[config.mk]
export PLATFORM = sky130hd
export DESIGN_NAME = pipe_csc_top
export DESIGN_NICKNAME = d
export VERILOG_FILES = /design/src/rtl/csc_pkg.sv /design/src/rtl/csc_cfg_regs.sv /design/src/rtl/csc_datapath.sv /design/src/rtl/pipe_csc_top.sv
export SDC_FILE = /design/constraint.sdc
export NUM_CORES = 2
export LEC_CHECK = 0
export ABC_AREA = 1
export CAP_MARGIN = 25
export CELL_PAD_IN_SITES_DETAIL_PLACEMENT = 1
export CELL_PAD_IN_SITES_GLOBAL_PLACEMENT = 1
export CORE_AREA = 3 3 356 534
export DETAILED_ROUTE_END_ITERATION = 8
export DIE_AREA = 0 0 359 537
export DONT_BUFFER_PORTS = 1
export HOLD_SLACK_MARGIN = 0.05
export PLACE_DENSITY = 0.78
export SETUP_SLACK_MARGIN = 0.4
export SYNTH_ARGS = -nofsm -noshare
export SYNTH_HDL_FRONTEND = slang
export SYNTH_SLANG_ARGS = --single-unit
[constraint.sdc]
create_clock -name clk -period 6.2 [get_ports clk]
set_input_delay 0.93 -clock clk [delete_from_list [all_inputs] [get_ports clk]]
set_output_delay 0.93 -clock clk [all_outputs]
set_load 0.05 [all_outputs]
[src/rtl/csc_pkg.sv]
package csc_pkg;
  localparam int NCOMP  = 3;
  localparam int NCOEF  = NCOMP * NCOMP;
  localparam int CFG_AW = 5;
  localparam int CFG_DW = 32;
  localparam int HI_LANE = 16;

  // Word addresses of the configuration space
  localparam logic [CFG_AW-1:0] A_CTRL       = 5'd0;
  localparam logic [CFG_AW-1:0] A_COEF       = 5'd1;
  localparam logic [CFG_AW-1:0] A_PRE_CLAMP  = 5'd6;
  localparam logic [CFG_AW-1:0] A_POST_CLAMP = 5'd9;
  localparam logic [CFG_AW-1:0] A_PRE_BIAS   = 5'd12;
  localparam logic [CFG_AW-1:0] A_POST_BIAS  = 5'd15;

  // Control word bits
  localparam int CTRL_EN      = 0;
  localparam int CTRL_SRC_YUV = 1;
  localparam int CTRL_DST_YUV = 2;

  // Low limit wins when both limits would apply
  function automatic int clamp_lh(input int v, input int lo, input int hi);
    if (v < lo) return lo;
    if (v > hi) return hi;
    return v;
  endfunction
endpackage

[src/rtl/csc_cfg_regs.sv]
module csc_cfg_regs
  import csc_pkg::*;
#(
  parameter int DW   = 8,
  parameter int CW   = 13,
  parameter int BW   = 9,
  parameter int FRAC = 9
) (
  input  logic                              clk,
  input  logic                              rst_n,
  input  logic                              we,
  input  logic [CFG_AW-1:0]                 addr,
  input  logic [CFG_DW-1:0]                 wdata,
  input  logic                              frame_start,
  output logic                              act_en,
  output logic                              act_src_yuv,
  output logic                              act_dst_yuv,
  output logic [NCOEF-1:0][CW-1:0]          act_coef,
  output logic [NCOMP-1:0][BW-1:0]          act_pre_bias,
  output logic [NCOMP-1:0][BW-1:0]          act_post_bias,
  output logic [NCOMP-1:0][DW-1:0]          act_pre_lo,
  output logic [NCOMP-1:0][DW-1:0]          act_pre_hi,
  output logic [NCOMP-1:0][DW-1:0]          act_post_lo,
  output logic [NCOMP-1:0][DW-1:0]          act_post_hi
);
  localparam logic [CW-1:0] UNITY = CW'(1 << FRAC);

  logic                     sh_en, sh_src_yuv, sh_dst_yuv;
  logic [NCOEF-1:0][CW-1:0] sh_coef;
  logic [NCOMP-1:0][BW-1:0] sh_pre_bias, sh_post_bias;
  logic [NCOMP-1:0][DW-1:0] sh_pre_lo, sh_pre_hi, sh_post_lo, sh_post_hi;

  // Staging copy: written by software at any time
  always_ff @(posedge clk or negedge rst_n) begin
    if (!rst_n) begin
      sh_en      <= 1'b0;
      sh_src_yuv <= 1'b0;
      sh_dst_yuv <= 1'b0;
      for (int i = 0; i < NCOEF; i++)
        sh_coef[i] <= (i % (NCOMP + 1) == 0) ? UNITY : '0;
      for (int c = 0; c < NCOMP; c++) begin
        sh_pre_bias[c]  <= '0;
        sh_post_bias[c] <= '0;
        sh_pre_lo[c]    <= '0;
        sh_pre_hi[c]    <= '1;
        sh_post_lo[c]   <= '0;
        sh_post_hi[c]   <= '1;
      end
    end else if (we) begin
      if (addr == A_CTRL) begin
        sh_en      <= wdata[CTRL_EN];
        sh_src_yuv <= wdata[CTRL_SRC_YUV];
        sh_dst_yuv <= wdata[CTRL_DST_YUV];
      end
      for (int i = 0; i < NCOEF; i++)
        if (addr == A_COEF + CFG_AW'(i / 2))
          sh_coef[i] <= (i % 2 == 0) ? wdata[CW-1:0] : wdata[HI_LANE +: CW];
      for (int c = 0; c < NCOMP; c++) begin
        if (addr == A_PRE_CLAMP + CFG_AW'(c)) begin
          sh_pre_lo[c] <= wdata[DW-1:0];
          sh_pre_hi[c] <= wdata[DW +: DW];
        end
        if (addr == A_POST_CLAMP + CFG_AW'(c)) begin
          sh_post_lo[c] <= wdata[DW-1:0];
          sh_post_hi[c] <= wdata[DW +: DW];
        end
        if (addr == A_PRE_BIAS + CFG_AW'(c))
          sh_pre_bias[c] <= wdata[BW-1:0];
        if (addr == A_POST_BIAS + CFG_AW'(c))
          sh_post_bias[c] <= wdata[BW-1:0];
      end
    end
  end

  // Working copy: refreshed only at frame start
  always_ff @(posedge clk or negedge rst_n) begin
    if (!rst_n) begin
      act_en      <= 1'b0;
      act_src_yuv <= 1'b0;
      act_dst_yuv <= 1'b0;
      for (int i = 0; i < NCOEF; i++)
        act_coef[i] <= (i % (NCOMP + 1) == 0) ? UNITY : '0;
      for (int c = 0; c < NCOMP; c++) begin
        act_pre_bias[c]  <= '0;
        act_post_bias[c] <= '0;
        act_pre_lo[c]    <= '0;
        act_pre_hi[c]    <= '1;
        act_post_lo[c]   <= '0;
        act_post_hi[c]   <= '1;
      end
    end else if (frame_start) begin
      act_en        <= sh_en;
      act_src_yuv   <= sh_src_yuv;
      act_dst_yuv   <= sh_dst_yuv;
      act_coef      <= sh_coef;
      act_pre_bias  <= sh_pre_bias;
      act_post_bias <= sh_post_bias;
      act_pre_lo    <= sh_pre_lo;
      act_pre_hi    <= sh_pre_hi;
      act_post_lo   <= sh_post_lo;
      act_post_hi   <= sh_post_hi;
    end
  end
endmodule

[src/rtl/csc_datapath.sv]
module csc_datapath
  import csc_pkg::*;
#(
  parameter int DW   = 8,
  parameter int CW   = 13,
  parameter int BW   = 9,
  parameter int FRAC = 9,
  parameter int SBW  = 2
) (
  input  logic                     clk,
  input  logic                     rst_n,
  input  logic                     adv,
  input  logic                     in_valid,
  input  logic [NCOMP*DW-1:0]      in_pix,
  input  logic [SBW-1:0]           in_side,
  input  logic                     en,
  input  logic                     src_yuv,
  input  logic                     dst_yuv,
  input  logic [NCOEF-1:0][CW-1:0] coef,
  input  logic [NCOMP-1:0][BW-1:0] pre_bias,
  input  logic [NCOMP-1:0][BW-1:0] post_bias,
  input  logic [NCOMP-1:0][DW-1:0] pre_lo,
  input  logic [NCOMP-1:0][DW-1:0] pre_hi,
  input  logic [NCOMP-1:0][DW-1:0] post_lo,
  input  logic [NCOMP-1:0][DW-1:0] post_hi,
  output logic                     out_valid,
  output logic [NCOMP*DW-1:0]      out_pix,
  output logic [SBW-1:0]           out_side,
  output logic                     out_yuv
);
  localparam int PW   = NCOMP * DW;
  localparam int ACCW = CW + DW + 3;
  localparam int HALF = 1 << (FRAC - 1);

  logic                   v1, v2;
  logic [SBW-1:0]         sd1, sd2;
  logic [PW-1:0]          raw1, raw2;
  logic [DW-1:0]          x_nxt [NCOMP];
  logic [DW-1:0]          x1    [NCOMP];
  logic signed [31:0]     sum_w [NCOMP];
  logic signed [ACCW-1:0] acc2  [NCOMP];
  logic [DW-1:0]          y_nxt [NCOMP];

  // Stage 1 input: offset then limit, per component
  always_comb begin
    for (int c = 0; c < NCOMP; c++)
      x_nxt[c] = DW'(clamp_lh(int'({1'b0, in_pix[c*DW +: DW]}) + int'(signed'(pre_bias[c])),
                              int'({1'b0, pre_lo[c]}), int'({1'b0, pre_hi[c]})));
  end

  // Stage 2 input: row-by-column products summed
  always_comb begin
    for (int r = 0; r < NCOMP; r++) begin
      sum_w[r] = '0;
      for (int j = 0; j < NCOMP; j++)
        sum_w[r] = sum_w[r] + int'(signed'(coef[r*NCOMP + j])) * int'({1'b0, x1[j]});
    end
  end

  // Stage 3 input: round, offset, limit
  always_comb begin
    for (int r = 0; r < NCOMP; r++)
      y_nxt[r] = DW'(clamp_lh(((int'(acc2[r]) + HALF) >>> FRAC) + int'(signed'(post_bias[r])),
                              int'({1'b0, post_lo[r]}), int'({1'b0, post_hi[r]})));
  end

  always_ff @(posedge clk or negedge rst_n) begin
    if (!rst_n) begin
      v1        <= 1'b0;
      v2        <= 1'b0;
      out_valid <= 1'b0;
      sd1       <= '0;
      sd2       <= '0;
      raw1      <= '0;
      raw2      <= '0;
      out_side  <= '0;
      out_pix   <= '0;
      out_yuv   <= 1'b0;
      for (int c = 0; c < NCOMP; c++) begin
        x1[c]   <= '0;
        acc2[c] <= '0;
      end
    end else if (adv) begin
      v1        <= in_valid;
      v2        <= v1;
      out_valid <= v2;
      sd1       <= in_side;
      sd2       <= sd1;
      out_side  <= sd2;
      raw1      <= in_pix;
      raw2      <= raw1;
      out_yuv   <= en ? dst_yuv : src_yuv;
      for (int c = 0; c < NCOMP; c++) begin
        x1[c]                <= x_nxt[c];
        acc2[c]              <= ACCW'(sum_w[c]);
        out_pix[c*DW +: DW]  <= en ? y_nxt[c] : raw2[c*DW +: DW];
      end
    end
  end
endmodule

[src/rtl/pipe_csc_top.sv]
module pipe_csc_top
  import csc_pkg::*;
#(
  parameter int DW   = 8,
  parameter int CW   = 13,
  parameter int BW   = 9,
  parameter int FRAC = 9,
  parameter int SBW  = 2
) (
  input  logic                  clk,
  input  logic                  rst_n,
  input  logic                  cfg_we,
  input  logic [CFG_AW-1:0]     cfg_addr,
  input  logic [CFG_DW-1:0]     cfg_wdata,
  input  logic                  frame_start,
  input  logic                  s_valid,
  output logic                  s_ready,
  input  logic [NCOMP*DW-1:0]   s_pix,
  input  logic [SBW-1:0]        s_side,
  output logic                  m_valid,
  input  logic                  m_ready,
  output logic [NCOMP*DW-1:0]   m_pix,
  output logic [SBW-1:0]        m_side,
  output logic                  m_yuv
);
  logic                     act_en, act_src_yuv, act_dst_yuv;
  logic [NCOEF-1:0][CW-1:0] act_coef;
  logic [NCOMP-1:0][BW-1:0] act_pre_bias, act_post_bias;
  logic [NCOMP-1:0][DW-1:0] act_pre_lo, act_pre_hi, act_post_lo, act_post_hi;
  logic                     adv;

  // All stages move together; they move when the output slot frees up
  assign adv     = m_ready || !m_valid;
  assign s_ready = adv;

  csc_cfg_regs #(.DW(DW), .CW(CW), .BW(BW), .FRAC(FRAC)) u_cfg (
    .clk(clk), .rst_n(rst_n), .we(cfg_we), .addr(cfg_addr), .wdata(cfg_wdata),
    .frame_start(frame_start),
    .act_en(act_en), .act_src_yuv(act_src_yuv), .act_dst_yuv(act_dst_yuv),
    .act_coef(act_coef), .act_pre_bias(act_pre_bias), .act_post_bias(act_post_bias),
    .act_pre_lo(act_pre_lo), .act_pre_hi(act_pre_hi),
    .act_post_lo(act_post_lo), .act_post_hi(act_post_hi)
  );

  csc_datapath #(.DW(DW), .CW(CW), .BW(BW), .FRAC(FRAC), .SBW(SBW)) u_dp (
    .clk(clk), .rst_n(rst_n), .adv(adv),
    .in_valid(s_valid), .in_pix(s_pix), .in_side(s_side),
    .en(act_en), .src_yuv(act_src_yuv), .dst_yuv(act_dst_yuv),
    .coef(act_coef), .pre_bias(act_pre_bias), .post_bias(act_post_bias),
    .pre_lo(act_pre_lo), .pre_hi(act_pre_hi), .post_lo(act_post_lo), .post_hi(act_post_hi),
    .out_valid(m_valid), .out_pix(m_pix), .out_side(m_side), .out_yuv(m_yuv)
  );
endmodule

==> impl_metrics.py <==
metrics = {
    "placement": {
        "gp_congestion": 0.909,
        "hpwlAfterDp_mm": 189,
        "placed_area_mm2": 0.0837,
        "place_ws_ns": -0.684,
        "port_buffers": 0,
    },
    "global_routing": {
        "met1_usage_pct": 26.0,
        "grt_util_met2_pct": 50.7,
        "grt_pass1_wl_mm": 409,
        "grt_antenna_before_repair": 49,
        "grt_busiest_layer": "met2",
        "grt_pass1_vias": 74600,
        "grt-ovfl-total": 0,
        "grt_max_degree": 695,
        "met3_usage_pct": 3.85,
        "gr-usage-all-layers_pct": 27.2,
    },
    "clocking": {
        "clock-root-buffer": "clkbuf_16",
        "htree_levels": 3,
        "path_clk_slew_ns": 0.08,
        "cts_max_path_buffers": 3,
        "cts_tree": "done",
        "clk_latency_ns": 0.80,
        "clock_sinks": 694,
        "cts_buffers": 75,
    },
    "cells_and_area": {
        "syn_to_final_growth_pct": 25.5,
        "n_fill_cell": 22000,
        "multi_input_area_mm2": 0.0510,
        "utilization_pct": 50.1,
        "regArea_mm2": 0.0175,
        "drive_above_1_share_pct": 23.4,
        "final_nets": 11700,
        "fin_area_mm2": 0.0931,
    },
    "routing": {
        "wl_per_cell_um": 28.3,
        "drt_iter0_markers": 6382,
        "ant_nets": 0,
        "viasPerCell": 5.77,
        "first_pass_iters": 7,
        "drt_wl_total_mm": 361,
        "drc_errors": 0,
        "via_count": 73600,
    },
    "sta": {
        "drv_slew": 322,
        "setup_slack_ns": -3.19,
        "min_period_over_period_pct": 152,
        "period_needed_ns": 9.39,
        "hold_viol": 23,
        "tightestPinTransition_ns": 2.13,
        "fin_skew_ns": 0.0712,
        "timing.hold.ws_ns": -0.115,
        "grt_setup_unrepaired": "true",
        "relSlewSlack_pct": -41.7,
        "setup_violations": 46,
        "fmax_mhz": 106,
    },
    "yosys": {
        "synth.avg_cell_area_um2": 7.94,
        "async_flop_share_pct": 100,
        "syn_area_mm2": 0.0742,
        "ys_types": 67,
        "synth_top_cell_by_area": "fa_1",
        "synth_ff_type": "dfrtp_1",
        "synth_top_cells_by_area": "fa_1, dfrtp_1, inv_1, nand2_1, ha_1",
        "syn_inst": 9339,
        "synth_edf_count": 0,
        "syn_nets": 10900,
        "ys_ff_latch": 694,
        "yosysSeqAreaShare_pct": 23.6,
        "synth_top_area_share_pct": 22.3,
        "synth_warnings": 0,
    },
    "die": {
        "fp-row-count": 194,
        "coreArea_mm2": 0.186,
        "start_util_pct": 39.9,
        "io_pins": 98,
        "die_h_um": 537,
        "dieArea_mm2": 0.193,
        "die_x_um": 359,
    },
    "setup_path": {
        "path_delay_family": "adder cells",
        "regToRegSetupSlack_ns": -3.19,
        "arrival_ns": 9.89,
        "path_buf_inv": 11,
        "start_kind": "flop",
        "cp_slowest_cell": "o21ai_0",
        "slowest_delay_ns": 1.52,
        "cpMostUsedCell": "fa_1",
        "crit_type": "flop to flop",
        "worstSetupEndpointType": "flop",
        "cp_data_required_time_ns": 6.69,
        "crit_fanout": 12,
    },
    "job": {
        "cap_violations": 4,
    },
    "status": {
        "status": "complete, but fails checks",
        "violations": "hold timing, capacitance limit, slew limit, setup timing",
    },
    "min_path": {
        "hold_class": "primary input to asynchronous set/reset pin",
    },
}
## cell families (layout without fill, tap and decap cells)
family,Yosys count,after routing,share of synthesized area (%)
AND/OR/NAND/NOR,2893,2893,15.7
buffers and inverters,2721,3598,13.9
adder cells (fa/ha/maj),1452,1452,32.8
AO/OA/AOI/OAI,1126,1126,8.07
flip-flops,694,694,23.6
XOR/XNOR,284,284,3.38
multiplexers,169,169,2.57
other,0,82,0
## timing repair
action                     4_1_cts  5_1_grt
hold endpoints to repair       598      298
resized for setup              506      536
pin swaps                      248      237
cloned                           9        9
setup endpoints to repair       48       48
setup buffers                   76       95
## Yosys cell counts, types with 14 or more instances
cell type	count
a21o_1	21
a21oi_1	379
a31oi_1	33
buf_1	22
clkbuf_1	320
dfrtp_1	592
dfstp_2	102
fa_1	825
ha_1	627
inv_1	2351
mux2_2	169
nand2_1	2246
nand3_1	231
nand4_1	31
nor2_1	261
nor3_1	36
o21ai_0	577
o21ai_1	36
o21bai_1	14
xnor2_1	114
xor2_1	169
## worst register-to-register path: cells and delay by family (launching register included)
family	cells	cell delay, ns
AO/OA/AOI/OAI	3	1.72
buffers and inverters	11	1.69
adder cells (fa/ha/maj)	7	3.89
XOR/XNOR	2	0.27
flip-flops	1	0.42
AND/OR/NAND/NOR	7	1.11
## final cells by class
type	count	share of cell area [%]
flip-flops and latches	694	18.8
clock buffers	99	2.27
multi-input cells	5924	54.8
well taps	2450	3.29
inverters	2367	9.57
repair buffers	1091	10.4
diodes	82	0.220
clock inverters	41	0.656
## path summary, 6_finish.rpt
| path | from | endpoint | depth (start not counted) |
|---|---|---|---|
| min in group clk | s_valid | u_dp.v1$_DFFE_PN0P_ | 2 |
| max in group asynchronous | rst_n | u_dp.x1[8]$_DFFE_PN0P_ | 0 |
| max reg2reg | u_dp.x1[21]$_DFFE_PN0P_ | u_dp.acc2[66]$_DFFE_PN0P_ | 30 |
| max | u_dp.x1[21]$_DFFE_PN0P_ | u_dp.acc2[66]$_DFFE_PN0P_ | 30 |
| min reg2reg | u_cfg.sh_coef[23]$_DFFE_PN0P_ | u_cfg.sh_coef[23]$_DFFE_PN0P_ | 2 |
| min | rst_n | u_cfg.sh_post_lo[8]$_DFFE_PN0P_ | 0 |
## metrics by stage
stage               cells  hold WS [ns]  TNS, ns
finish              12700        -0.115   -50.39
CTS                 12600        -0.148    -4.54
global placement    12300         0.450   -10.76
floorplan            9339         0.440        0
detailed placement  12300         0.467   -14.52
global route        12700        -0.141   -51.47
## registers in the layout, indices dropped and copies added (netlist names), 27 cells and up
register	cells
u_cfg.sh_post_bias	27
u_cfg.act_coef	117
u_dp.acc2	48
u_cfg.sh_pre_bias	27
u_cfg.act_pre_bias	27
u_cfg.act_post_bias	27
u_cfg.sh_coef	117
## metal layers
| metal | vias to the layer above | wire length (µm) |
|---|---|---|
| li1 | 29700 | - |
| met1 | 36300 | 109000 |
| met2 | 4825 | 169000 |
| met3 | 2674 | 35700 |
| met4 | 26 | 47500 |
| met5 | - | 563 |
## layout by cell type (no fill, tap or decap), drive strengths merged, types with 3 or more instances in the layout
| cell type | Yosys | final |
|---|---|---|
| o31ai | 9 | 9 |
| clkinvlp | 0 | 4 |
| o21a | 10 | 10 |
| o211ai | 12 | 12 |
| a21boi | 10 | 10 |
| xnor2 | 114 | 114 |
| and2 | 6 | 6 |
| diode | 0 | 82 |
| fa | 825 | 825 |
| nor3 | 42 | 42 |
| dfstp | 102 | 102 |
| a21o | 21 | 21 |
| or2 | 13 | 13 |
| clkbuf | 324 | 109 |
| clkinv | 4 | 22 |
| a31oi | 33 | 33 |
| a211oi | 7 | 7 |
| inv | 2363 | 2372 |
| buf | 29 | 1080 |
| nor3b | 3 | 3 |
| o21bai | 15 | 15 |
| ha | 627 | 627 |
| xor2 | 170 | 170 |
| mux2 | 169 | 169 |
| nor4 | 10 | 10 |
| o21ai | 614 | 614 |
| nand3b | 12 | 12 |
| dfrtp | 592 | 592 |
| nor2 | 267 | 267 |
| nand2 | 2260 | 2260 |
| a21oi | 383 | 383 |
| nand3 | 244 | 244 |
| nand4 | 31 | 31 |
| bufinv | 0 | 10 |
Power is left out: the tool's default activity adds up to more than one toggle a clock period on the data nets, which glitch-free logic cannot reach.
